## config.mk

```make
export PLATFORM = sky130hd
export DESIGN_NAME = tgp_port
export DESIGN_NICKNAME = d
export VERILOG_FILES = /design/src/rtl/tgp_pkg.sv /design/src/rtl/tgp_divider.sv /design/src/rtl/tgp_phase_gate.sv /design/src/rtl/tgp_fast_gate.sv /design/src/rtl/tgp_data_reg.sv /design/src/rtl/tgp_port.sv
export SDC_FILE = /design/constraint.sdc
export NUM_CORES = 1
export LEC_CHECK = 0
export ABC_AREA = 0
export ABC_CLOCK_PERIOD_IN_PS = 1900
export CAP_MARGIN = 20
export CORE_AREA = 2 2 39 41
export DETAILED_ROUTE_END_ITERATION = 8
export DIE_AREA = 0 0 41 43
export PLACE_DENSITY_LB_ADDON = 0.2
export SLEW_MARGIN = 5
export SYNTH_ARGS = -nofsm -noshare
export SYNTH_HDL_FRONTEND = slang
export SYNTH_SLANG_ARGS = --single-unit
```

## constraint.sdc

```tcl
create_clock -name clk -period 1.9 [get_ports clk]
set_input_delay 0.285 -clock clk [delete_from_list [all_inputs] [get_ports clk]]
set_output_delay 0.285 -clock clk [all_outputs]
set_load 0.01 [all_outputs]
```

## src/rtl/tgp_pkg.sv

```systemverilog
// Package: shared mode encodings and limits for the gated output port.
// Assumes: pin indices of the special roles are fixed at 2 and 3.
package tgp_pkg;

    typedef enum logic [1:0] {
        P2_PLAIN  = 2'd0,
        P2_CLKOUT = 2'd1,
        P2_INVBUZ = 2'd2
    } pin2_mode_e;

    typedef enum logic {
        P3_PLAIN = 1'b0,
        P3_BUZZ  = 1'b1
    } pin3_mode_e;

    localparam int PIN_CLK      = 2;
    localparam int PIN_BUZ      = 3;
    localparam int MAX_CLK_LOG2 = 7;
    localparam int BUZ_LOG2_LO  = 3;
    localparam int BUZ_LOG2_HI  = 4;
    localparam int MIN_PORT_W   = 4;

    function automatic int max3(input int a, input int b, input int c);
        int m;
        m = (a > b) ? a : b;
        return (m > c) ? m : c;
    endfunction

endpackage

```

## src/rtl/tgp_divider.sv

```systemverilog
// Module: free-running edge counter that supplies two divided bits and
// the values those bits take after the next rising edge.
// Assumes: A_IDX and B_IDX are below CNT_W; counting restarts at reset.
module tgp_divider #(
    parameter int CNT_W = 4,
    parameter int A_IDX = 0,
    parameter int B_IDX = 0
) (
    input  logic clk,
    input  logic rst_n,
    output logic a_bit,
    output logic a_nxt,
    output logic b_bit,
    output logic b_nxt
);

    logic [CNT_W-1:0] cnt_q;
    logic [CNT_W-1:0] cnt_d;

    // Value of bit idx after one increment: flips when all lower bits are 1.
    function automatic logic step_bit(input logic [CNT_W-1:0] c, input int idx);
        logic carry;
        carry = 1'b1;
        for (int i = 0; i < CNT_W; i++) begin
            if (i < idx) carry = carry & c[i];
        end
        return c[idx] ^ carry;
    endfunction

    // Next counter value.
    assign cnt_d = cnt_q + CNT_W'(1);

    // Counter register.
    always_ff @(posedge clk) begin
        if (!rst_n) cnt_q <= '0;
        else        cnt_q <= cnt_d;
    end

    // Selected bits and their look-ahead.
    assign a_bit = cnt_q[A_IDX];
    assign b_bit = cnt_q[B_IDX];
    assign a_nxt = step_bit(cnt_q, A_IDX);
    assign b_nxt = step_bit(cnt_q, B_IDX);

endmodule

```

## src/rtl/tgp_phase_gate.sv

```systemverilog
// Module: phase-aligned enable gate for a register-clocked divided source.
// The enable is accepted only at an edge after which the source is low,
// so the pin never produces a partial high phase.
// Assumes: src_nxt is the raw source value after the coming rising edge.
module tgp_phase_gate #(
    parameter bit INVERT = 1'b0
) (
    input  logic clk,
    input  logic rst_n,
    input  logic src_bit,
    input  logic src_nxt,
    input  logic en_req,
    output logic pin
);

    logic s_now;
    logic s_next;
    logic gate_q;

    // Apply the polarity of this pin's source.
    assign s_now  = src_bit ^ INVERT;
    assign s_next = src_nxt ^ INVERT;

    // Gate register: follows the enable only into a low source phase.
    always_ff @(posedge clk) begin
        if (!rst_n)       gate_q <= 1'b0;
        else if (!s_next) gate_q <= en_req;
    end

    // Gated pin, low whenever the gate is closed.
    assign pin = s_now & gate_q;

endmodule

```

## src/rtl/tgp_fast_gate.sv

```systemverilog
// Module: enable gate for the undivided reference clock. The gate is
// sampled on the falling edge so it changes only while clk is low.
// Assumes: the enable is stable around the falling edge of clk.
module tgp_fast_gate (
    input  logic clk,
    input  logic rst_n,
    input  logic en_req,
    output logic pin
);

    logic gate_q;

    // Gate register on the low phase of the clock.
    always_ff @(negedge clk) begin
        if (!rst_n) gate_q <= 1'b0;
        else        gate_q <= en_req;
    end

    // Clock passes only through an open gate.
    assign pin = clk & gate_q;

endmodule

```

## src/rtl/tgp_data_reg.sv

```systemverilog
// Module: port data register with write strobe and zero-idle read port.
// Assumes: wr_en and wr_data are synchronous to clk.
module tgp_data_reg #(
    parameter int W = 4
) (
    input  logic         clk,
    input  logic         rst_n,
    input  logic         wr_en,
    input  logic [W-1:0] wr_data,
    input  logic         rd_en,
    output logic [W-1:0] rd_data,
    output logic [W-1:0] reg_q
);

    // Register update on the write strobe.
    always_ff @(posedge clk) begin
        if (!rst_n)     reg_q <= '0;
        else if (wr_en) reg_q <= wr_data;
    end

    // Read mux: contents while reading, zero otherwise.
    assign rd_data = rd_en ? reg_q : '0;

endmodule

```

## src/rtl/tgp_port.sv

```systemverilog
// Module: output port with optional divided-clock, buzzer and inverted
// buzzer roles on pins 2 and 3. Register bits act as gates in those roles.
// Assumes: synchronous active-low reset; parameters checked at elaboration.
module tgp_port
    import tgp_pkg::*;
#(
    parameter int         PORT_W       = 4,
    parameter pin2_mode_e PIN2_MODE    = P2_CLKOUT,
    parameter pin3_mode_e PIN3_MODE    = P3_BUZZ,
    parameter int         CLK_DIV_LOG2 = 3,
    parameter int         BUZ_DIV_LOG2 = 4
) (
    input  logic              clk,
    input  logic              rst_n,
    input  logic              wr_en,
    input  logic [PORT_W-1:0] wr_data,
    input  logic              rd_en,
    output logic [PORT_W-1:0] rd_data,
    output logic [PORT_W-1:0] pin_out
);

    localparam int CNT_W   = max3(CLK_DIV_LOG2, BUZ_DIV_LOG2, 1);
    localparam int CLK_IDX = (CLK_DIV_LOG2 > 0) ? CLK_DIV_LOG2 - 1 : 0;
    localparam int BUZ_IDX = (BUZ_DIV_LOG2 > 0) ? BUZ_DIV_LOG2 - 1 : 0;

    // Elaboration-time legality checks.
    if (PORT_W < MIN_PORT_W) begin : g_bad_width
        $error("tgp_port: PORT_W must be at least 4");
    end
    if (CLK_DIV_LOG2 < 0 || CLK_DIV_LOG2 > MAX_CLK_LOG2) begin : g_bad_clkdiv
        $error("tgp_port: clock divisor exponent must be 0 to 7");
    end
    if (BUZ_DIV_LOG2 != BUZ_LOG2_LO && BUZ_DIV_LOG2 != BUZ_LOG2_HI) begin : g_bad_buzdiv
        $error("tgp_port: buzzer divisor must be 8 or 16");
    end
    if (PIN2_MODE == P2_INVBUZ && PIN3_MODE != P3_BUZZ) begin : g_bad_pair
        $error("tgp_port: inverted buzzer needs the buzzer role on pin 3");
    end

    logic [PORT_W-1:0] reg_q;
    logic              clk_src;
    logic              clk_src_nxt;
    logic              bz_src;
    logic              bz_src_nxt;

    tgp_data_reg #(.W(PORT_W)) u_reg (
        .clk     (clk),
        .rst_n   (rst_n),
        .wr_en   (wr_en),
        .wr_data (wr_data),
        .rd_en   (rd_en),
        .rd_data (rd_data),
        .reg_q   (reg_q)
    );

    tgp_divider #(.CNT_W(CNT_W), .A_IDX(CLK_IDX), .B_IDX(BUZ_IDX)) u_div (
        .clk   (clk),
        .rst_n (rst_n),
        .a_bit (clk_src),
        .a_nxt (clk_src_nxt),
        .b_bit (bz_src),
        .b_nxt (bz_src_nxt)
    );

    // Per-pin role selection.
    for (genvar i = 0; i < PORT_W; i++) begin : g_pin
        if (i == PIN_CLK && PIN2_MODE == P2_CLKOUT && CLK_DIV_LOG2 == 0) begin : g_fast
            tgp_fast_gate u_gate (
                .clk    (clk),
                .rst_n  (rst_n),
                .en_req (reg_q[i]),
                .pin    (pin_out[i])
            );
        end else if (i == PIN_CLK && PIN2_MODE == P2_CLKOUT) begin : g_clkout
            tgp_phase_gate #(.INVERT(1'b0)) u_gate (
                .clk     (clk),
                .rst_n   (rst_n),
                .src_bit (clk_src),
                .src_nxt (clk_src_nxt),
                .en_req  (reg_q[i]),
                .pin     (pin_out[i])
            );
        end else if (i == PIN_CLK && PIN2_MODE == P2_INVBUZ) begin : g_invbuz
            tgp_phase_gate #(.INVERT(1'b1)) u_gate (
                .clk     (clk),
                .rst_n   (rst_n),
                .src_bit (bz_src),
                .src_nxt (bz_src_nxt),
                .en_req  (reg_q[i]),
                .pin     (pin_out[i])
            );
        end else if (i == PIN_BUZ && PIN3_MODE == P3_BUZZ) begin : g_buzz
            tgp_phase_gate #(.INVERT(1'b0)) u_gate (
                .clk     (clk),
                .rst_n   (rst_n),
                .src_bit (bz_src),
                .src_nxt (bz_src_nxt),
                .en_req  (reg_q[i]),
                .pin     (pin_out[i])
            );
        end else begin : g_plain
            assign pin_out[i] = reg_q[i];
        end
    end

endmodule

```

==> results of run 1 <==
## flip-flops by register name, indices dropped and copies added (netlist names)
register                      flops
g_pin.g_clkout.u_gate.gate_q      1
u_reg.reg_q                       4
u_div.cnt_q                       4
g_pin.g_buzz.u_gate.gate_q        1
## area by class of cell
| cell class | count | area [um2] | area share [%] |
|---|---|---|---|
| multi-input combinational | 29 | 217.7 | 35.66 |
| sequential | 10 | 200.2 | 32.79 |
| timing repair buffer | 15 | 150.1 | 24.59 |
| clock buffer | 3 | 22.52 | 3.689 |
| tap | 16 | 20.02 | 3.279 |
## worst register-to-register path, stage by stage, from the launching register on
cell                      delay, ps
sky130_fd_sc_hd__dfxtp_1        320
sky130_fd_sc_hd__ha_1           200
sky130_fd_sc_hd__ha_1           300
sky130_fd_sc_hd__mux2i_1        190
sky130_fd_sc_hd__nor2b_1         60
## Yosys cell counts
library cell and n:
sky130_fd_sc_hd__and2_1 7, sky130_fd_sc_hd__and2_2 1, sky130_fd_sc_hd__buf_2 1, sky130_fd_sc_hd__buf_4 3, sky130_fd_sc_hd__dfxtp_1 10, sky130_fd_sc_hd__ha_1 2, sky130_fd_sc_hd__mux2i_1 7, sky130_fd_sc_hd__nand2_1 3
sky130_fd_sc_hd__nand2b_2 1, sky130_fd_sc_hd__nand3_1 1, sky130_fd_sc_hd__nor2b_1 6, sky130_fd_sc_hd__xnor2_1 1
## routing by layer
metal  vias to the layer above  part of all wire, %  GRT usage, %  routed length [um]
met2                        13                   46         15.63                 344
li1                        167                    -             -                   -
met4                         0                    0         8.000                   0
met5                         -                    0             0                   0
met3                         0                  7.3         3.141                  55
met1                       144                   47         14.75                 349
## report_power, final
part,internal (W),switching [W],total [W]
sequential,0.000222,0.00000763,0.000230
combinational,0.0000377,0.0000206,0.0000583
clock,0.0000728,0.0000650,0.000138
## cells by family (layout without fill, tap and decap cells)
logic type,Yosys count,in the layout,share of synthesized area [%]
mux,7,7,15.73
simple gates,19,19,25.56
buf+inv,4,18,6.178
fa+ha+maj,2,2,5.617
flops,10,10,44.94
xor+xnor,1,1,1.967
## through the flow
stage | cell area (um2) | utilization (%) | hold WS [ps] | setup slack (ps) | total power (W)
after global routing | 610.6 | 44.12 | 489.4 | 125.4 | 0.0004554
after global placement | 588.1 | 42.50 | 440.8 | 165.9 | 0.0002932
after CTS | 610.6 | 44.12 | 461.5 | 159.6 | 0.0004354
after detailed placement | 588.1 | 42.50 | 452.4 | 157.8 | 0.0002939
after floorplan | 445.4 | - | 420.9 | 790.8 | 0.0002631
final | 610.6 | 44.12 | 455.3 | 168.1 | 0.0004258
## worst max path at each step
stage / startpoint / to / cells after the start
2_1_floorplan: u_div.cnt_q[0] / g_pin[2].g_clkout.u_gate.gate_q / 4
3_3_place_gp: rd_en / rd_data[3] / 3
3_5_place_dp: rd_en / rd_data[3] / 3
4_1_cts: rd_en / rd_data[3] / 3
5_1_grt: rd_en / rd_data[3] / 3
6_report: rd_en / rd_data[0] / 3
==> metrics.txt, run 1 <==
# TYPE chip_impl_metric gauge
chip_impl_info{name="ys_top_cells_by_area",value="sky130_fd_sc_hd__dfxtp_1 (45%), sky130_fd_sc_hd__mux2i_1 (16%), sky130_fd_sc_hd__and2_1 (9.8%), sky130_fd_sc_hd__nor2b_1 (8.4%), sky130_fd_sc_hd__ha_1 (5.6%)"} 1
chip_impl_info{name="outcome",value="finished clean"} 1
chip_impl_metric{name="slew_headroom",unit="%"} 74.81
chip_impl_metric{name="data_arrival_at_the_endpoint_of_the_critical_path",unit="ps"} 1450
chip_impl_metric{name="post_layout_nonfiller_instances",unit=""} 73
chip_impl_info{name="layout_common_cells",value="sky130_fd_sc_hd__clkdlybuf4s50_1 (15), sky130_fd_sc_hd__dfxtp_1 (10), sky130_fd_sc_hd__and2_1 (7), sky130_fd_sc_hd__mux2i_1 (7), sky130_fd_sc_hd__nor2b_1 (6)"} 1
chip_impl_metric{name="worstPathRequired",unit="ps"} 1620
chip_impl_metric{name="routed_wl",unit="um"} 749
chip_impl_metric{name="filler_cells_inserted",unit=""} 136
chip_impl_metric{name="worstRegToRegCells",unit=""} 4
chip_impl_metric{name="vias_per_cell",unit=""} 4.438
chip_impl_metric{name="drtAntennaViolNets",unit=""} 0
chip_impl_info{name="timing.critical_path.cells",value="clkdlybuf4s50_1, and2_1, clkdlybuf4s50_1"} 1
chip_impl_metric{name="ys_seq_area_share",unit="%"} 44.94
chip_impl_metric{name="power_per_cell_area",unit="mW/mm2"} 697.4
chip_impl_metric{name="total_track_usage",unit="%"} 11.41
chip_impl_metric{name="layout-area-overhead-vs-synth",unit="%"} 37.08
chip_impl_info{name="cp_top_family",value="buffers and inverters"} 1
chip_impl_metric{name="layout_cell_share_with_drive_strength_beyond_1",unit="%"} 8.772
chip_impl_metric{name="final_nets",unit=""} 69
chip_impl_metric{name="number_of_buffers_added_for_setup_after_cts",unit=""} 0
chip_impl_info{name="worst_hold_path.endpoint",value="u_div.cnt_q[0]"} 1
chip_impl_metric{name="p_leak",unit="nW"} 0.2579
chip_impl_metric{name="post_synthesis_sequential_element_count",unit=""} 10
chip_impl_metric{name="grt_pass1_vias",unit=""} 341
chip_impl_metric{name="clock_tree.htree_level_count",unit=""} 1
chip_impl_info{name="synthDominantAreaCellType",value="sky130_fd_sc_hd__dfxtp_1"} 1
chip_impl_metric{name="mappedNetlistNets",unit=""} 53
chip_impl_metric{name="tns",unit="ps"} 0
chip_impl_metric{name="placed_cells",unit=""} 70
chip_impl_metric{name="fin_skew",unit="ps"} 2.125
chip_impl_info{name="rsz0062_at_grt",value="no"} 1
chip_impl_metric{name="postSynthCellCount",unit=""} 43
chip_impl_metric{name="whs_path_depth",unit=""} 1
chip_impl_info{name="timing.rr.end",value="g_pin[2].g_clkout.u_gate.gate_q"} 1
chip_impl_metric{name="clock_path_buffers",unit=""} 2
chip_impl_metric{name="post-synth-top-area-fraction",unit="%"} 44.94
chip_impl_info{name="nature_of_the_critical_path_endpoint",value="output pin"} 1
chip_impl_metric{name="setup_viol_count_final",unit=""} 0
chip_impl_metric{name="area_of_the_die",unit="mm2"} 0.001763
chip_impl_metric{name="crit_path_max_incr_delay",unit="ps"} 530
chip_impl_metric{name="critical_path.max_fanout",unit=""} 4
chip_impl_metric{name="routedWlPerCell",unit="um"} 10.26
chip_impl_info{name="crit_slowest_cell",value="sky130_fd_sc_hd__clkdlybuf4s50_1"} 1
chip_impl_metric{name="cts_sinks",unit=""} 10
chip_impl_metric{name="final_max_slew_viol_count",unit=""} 0
chip_impl_metric{name="ys_warn_count",unit=""} 0
chip_impl_metric{name="cap_violations",unit=""} 0
chip_impl_info{name="hold_path.startpoint",value="u_div.cnt_q[0]"} 1
chip_impl_info{name="cp-start-kind",value="input port"} 1
chip_impl_metric{name="num_vias",unit=""} 324
chip_impl_metric{name="post-route-drc-count",unit=""} 0
chip_impl_info{name="critical_path.reg2reg.startpoint",value="u_div.cnt_q[0]"} 1
chip_impl_metric{name="grt_max_degree",unit=""} 13
chip_impl_metric{name="synth.lib_cells_used.distinct",unit=""} 12
chip_impl_metric{name="place.detailed.hpwl",unit="um"} 584.7
chip_impl_metric{name="min_period_over_period",unit="%"} 91.15
chip_impl_metric{name="path_clk_slew",unit="ps"} 60
chip_impl_metric{name="grt_antenna_before_repair",unit=""} 0
chip_impl_metric{name="timing.fmax",unit="MHz"} 577.4
chip_impl_metric{name="max-vdd-ir-drop",unit="uV"} 326.9
chip_impl_info{name="crit_type",value="in -> out"} 1
chip_impl_metric{name="r2r_slack",unit="ps"} 730
chip_impl_metric{name="clk-insertion-delay-late",unit="ps"} 250
chip_impl_metric{name="final.min_clock_period",unit="ps"} 1732
chip_impl_metric{name="syn_area_per_cell",unit="um2"} 10.36
chip_impl_metric{name="holdBufCountCts",unit=""} 0
chip_impl_metric{name="initial_core_util",unit="%"} 32.19
chip_impl_metric{name="grt_pass1_wl",unit="um"} 1359
chip_impl_metric{name="ctsResizeCount",unit=""} 0
chip_impl_metric{name="tightest_slew",unit="ps"} 376.7
chip_impl_metric{name="detail_route.iter0.violations",unit=""} 3
chip_impl_metric{name="die_y",unit="um"} 43
chip_impl_metric{name="residual_overflow_from_global_routing",unit=""} 0
chip_impl_info{name="root_buffer",value="sky130_fd_sc_hd__clkbuf_4"} 1
chip_impl_metric{name="syn-cell-area",unit="um2"} 445.4
chip_impl_metric{name="place.port_buffers",unit=""} 15
chip_impl_metric{name="crit_buf_inv",unit=""} 2
chip_impl_metric{name="ios",unit=""} 16
chip_impl_metric{name="antennaDiodeCount",unit=""} 0
chip_impl_metric{name="drtPass1Iterations",unit=""} 2
chip_impl_metric{name="cts_made_buffers",unit=""} 3
chip_impl_metric{name="core_region_area",unit="mm2"} 0.001384
chip_impl_info{name="cts_tree",value="built"} 1
chip_impl_metric{name="report.final.hold_viol_count",unit=""} 0
chip_impl_metric{name="fp.dieW",unit="um"} 41
chip_impl_metric{name="fp-row-count",unit=""} 14
chip_impl_info{name="hold_path.class",value="reg -> reg"} 1
chip_impl_info{name="critical_path.most_common_cell",value="sky130_fd_sc_hd__clkdlybuf4s50_1"} 1
chip_impl_metric{name="routabilityCongestion",unit=""} 0.6233
chip_impl_info{name="layout_commonest_cell",value="sky130_fd_sc_hd__clkdlybuf4s50_1"} 1
Power figures use the tool's default switching activity.
==> run 2: changes to the inputs <==
--- a/config.mk
+++ b/config.mk
@@ -10,5 +10,5 @@
 export CAP_MARGIN = 20
-export CORE_AREA = 2 2 39 41
+export CORE_MARGIN = 2
+export CORE_UTILIZATION = 30
 export DETAILED_ROUTE_END_ITERATION = 8
-export DIE_AREA = 0 0 41 43
 export PLACE_DENSITY_LB_ADDON = 0.2
==> constraint.sdc (replaced) <==
create_clock -name clk -period 1.9 [get_ports clk]
set_input_delay 0.19 -clock clk [delete_from_list [all_inputs] [get_ports clk]]
set_output_delay 0.19 -clock clk [all_outputs]
set_load 0.01 [all_outputs]
==> run 2 against run 1 <==
Hold slack got worse by 5.3 ps. Sequential power hardly changed. Core utilization increased by 1.0 points. Clock skew about the same. Combinational power barely moved. Fmax rose by 13%. Die area up 2.6%. Flip-flop and latch count unchanged. Clock power hardly changed. Worst setup slack gained 200 ps. Non-clock buffer count stayed put. Wire length decreased by 5.3%. Critical path type unchanged. Largest cell class unchanged. Highest routed layer unchanged.
==> metrics.txt, run 2 (same netlist as run 1, synthesis figures left out) <==
# TYPE chip_impl_metric gauge
chip_impl_metric{name="grt_max_degree",unit=""} 13
chip_impl_metric{name="tightest_slew",unit="ps"} 382.6
chip_impl_metric{name="grt_pass1_vias",unit=""} 309
chip_impl_metric{name="routedWlPerCell",unit="um"} 9.847
chip_impl_metric{name="min_period_over_period",unit="%"} 80.62
chip_impl_metric{name="layout-area-overhead-vs-synth",unit="%"} 36.80
chip_impl_info{name="critical_path.reg2reg.startpoint",value="u_div.cnt_q[0]"} 1
chip_impl_metric{name="residual_overflow_from_global_routing",unit=""} 0
chip_impl_metric{name="die_y",unit="um"} 42.53
chip_impl_info{name="cp-start-kind",value="input port"} 1
chip_impl_metric{name="p_leak",unit="nW"} 0.2579
chip_impl_metric{name="routabilityCongestion",unit=""} 0.6293
chip_impl_metric{name="cap_violations",unit=""} 0
chip_impl_metric{name="layout_cell_share_with_drive_strength_beyond_1",unit="%"} 8.772
chip_impl_metric{name="drtPass1Iterations",unit=""} 1
chip_impl_info{name="root_buffer",value="sky130_fd_sc_hd__clkbuf_4"} 1
chip_impl_metric{name="post-route-drc-count",unit=""} 0
chip_impl_metric{name="setup_viol_count_final",unit=""} 0
chip_impl_info{name="timing.rr.end",value="g_pin[2].g_clkout.u_gate.gate_q"} 1
chip_impl_info{name="hold_path.class",value="reg -> reg"} 1
chip_impl_metric{name="clock_path_buffers",unit=""} 2
chip_impl_info{name="layout_commonest_cell",value="sky130_fd_sc_hd__clkdlybuf4s50_1"} 1
chip_impl_info{name="worst_hold_path.endpoint",value="g_pin[3].g_buzz.u_gate.gate_q"} 1
chip_impl_info{name="layout_common_cells",value="sky130_fd_sc_hd__clkdlybuf4s50_1 (15), sky130_fd_sc_hd__dfxtp_1 (10), sky130_fd_sc_hd__and2_1 (7), sky130_fd_sc_hd__mux2i_1 (7), sky130_fd_sc_hd__nor2b_1 (6)"} 1
chip_impl_metric{name="holdBufCountCts",unit=""} 0
chip_impl_metric{name="grt_pass1_wl",unit="um"} 1311
chip_impl_metric{name="r2r_slack",unit="ps"} 730
chip_impl_metric{name="antennaDiodeCount",unit=""} 0
chip_impl_metric{name="power",unit="W"} 0.0004242
chip_impl_metric{name="num_vias",unit=""} 313
chip_impl_metric{name="cts_made_buffers",unit=""} 3
chip_impl_metric{name="clk-insertion-delay-late",unit="ps"} 250
chip_impl_metric{name="clock_tree.htree_level_count",unit=""} 1
chip_impl_metric{name="fp.dieW",unit="um"} 42.53
chip_impl_metric{name="worstRegToRegCells",unit=""} 4
chip_impl_metric{name="tns",unit="ps"} 0
chip_impl_metric{name="slew_headroom",unit="%"} 74.41
chip_impl_metric{name="max-vdd-ir-drop",unit="uV"} 339.5
chip_impl_metric{name="ctsResizeCount",unit=""} 0
chip_impl_metric{name="detail_route.iter0.violations",unit=""} 0
chip_impl_info{name="outcome",value="finished clean"} 1
chip_impl_metric{name="path_clk_slew",unit="ps"} 60
chip_impl_metric{name="timing.fmax",unit="MHz"} 652.8
chip_impl_metric{name="total_track_usage",unit="%"} 10.54
chip_impl_metric{name="place.port_buffers",unit=""} 15
chip_impl_metric{name="data_arrival_at_the_endpoint_of_the_critical_path",unit="ps"} 1340
chip_impl_metric{name="vias_per_cell",unit=""} 4.347
chip_impl_metric{name="cts_sinks",unit=""} 10
chip_impl_info{name="rsz0062_at_grt",value="no"} 1
chip_impl_metric{name="worstPathRequired",unit="ps"} 1710
chip_impl_metric{name="grt_antenna_before_repair",unit=""} 0
chip_impl_metric{name="fp-row-count",unit=""} 13
chip_impl_metric{name="setup_ws",unit="ps"} 368.2
chip_impl_metric{name="final_nets",unit=""} 69
chip_impl_metric{name="initial_core_util",unit="%"} 32.99
chip_impl_metric{name="report.final.hold_viol_count",unit=""} 0
chip_impl_metric{name="ios",unit=""} 16
chip_impl_metric{name="drtAntennaViolNets",unit=""} 0
chip_impl_metric{name="whs_path_depth",unit=""} 2
chip_impl_metric{name="power_per_cell_area",unit="mW/mm2"} 696.2
chip_impl_metric{name="fin_skew",unit="ps"} 2.444
chip_impl_metric{name="area_of_the_die",unit="mm2"} 0.001809
chip_impl_info{name="hold_path.startpoint",value="g_pin[3].g_buzz.u_gate.gate_q"} 1
chip_impl_metric{name="final.hold.worst_slack",unit="ps"} 450.1
chip_impl_metric{name="final_max_slew_viol_count",unit=""} 0
chip_impl_metric{name="final.min_clock_period",unit="ps"} 1532
chip_impl_info{name="top_regs",value="u_div.cnt_q: 4 flops, u_reg.reg_q: 4 flops"} 1
chip_impl_metric{name="routed_wl",unit="um"} 709
chip_impl_info{name="crit_type",value="in -> out"} 1
chip_impl_info{name="crit_start",value="rd_en"} 1
chip_impl_info{name="nature_of_the_critical_path_endpoint",value="output pin"} 1
chip_impl_metric{name="placement.setup.worst_slack",unit="ps"} 352.6
chip_impl_metric{name="core_region_area",unit="mm2"} 0.001350
chip_impl_info{name="cts_tree",value="built"} 1
chip_impl_metric{name="number_of_buffers_added_for_setup_after_cts",unit=""} 0
chip_impl_metric{name="place.detailed.hpwl",unit="um"} 549
chip_impl_metric{name="critical_path.max_fanout",unit=""} 4
run 2: power breakdown:
group | total (W) | switching [W] | internal (W)
logic | 0.0000581 | 0.0000204 | 0.0000378
registers | 0.000230 | 0.00000761 | 0.000222
clock network | 0.000136 | 0.0000636 | 0.0000727
run 2: per-stage QoR:
stage	cells	instance area, um2	utilization (%)
finish	72	609.3	45.13
global placement	69	586.8	43.47
floorplan	43	445.4	-
global route	72	609.3	45.13
CTS	72	609.3	45.13
detailed placement	69	586.8	43.47
run 2: cell type report:
class	instances	area (um2)
clock buffer	3	22.52
fill	143	740.7
multi-input combinational	29	217.7
sequential	10	200.2
tap	15	18.77
timing repair buffer	15	150.1
run 2: worst max-delay path, cell delays in order:
cell	delay [ps]
sky130_fd_sc_hd__clkdlybuf4s50_1	500
sky130_fd_sc_hd__and2_1	130
sky130_fd_sc_hd__clkdlybuf4s50_1	530
run 2: worst max path at each step:
| stage | slack, ps | endpoint |
|---|---|---|
| global placement | 350 | rd_data[2] |
| CTS | 350 | rd_data[1] |
| finish | 370 | rd_data[2] |
| detailed placement | 350 | rd_data[2] |
| floorplan | 790 | g_pin[2].g_clkout.u_gate.gate_q |
| global route | 310 | rd_data[2] |
run 2: metal layers:
| metal | global-route usage (%) | routed length, um | up-vias |
|---|---|---|---|
| li1 | - | - | 166 |
| met1 | 12.04 | 380 | 137 |
| met2 | 14.15 | 288 | 10 |
| met3 | 6.466 | 40 | 0 |
| met4 | 7.500 | 0 | 0 |
| met5 | 0 | 0 | - |
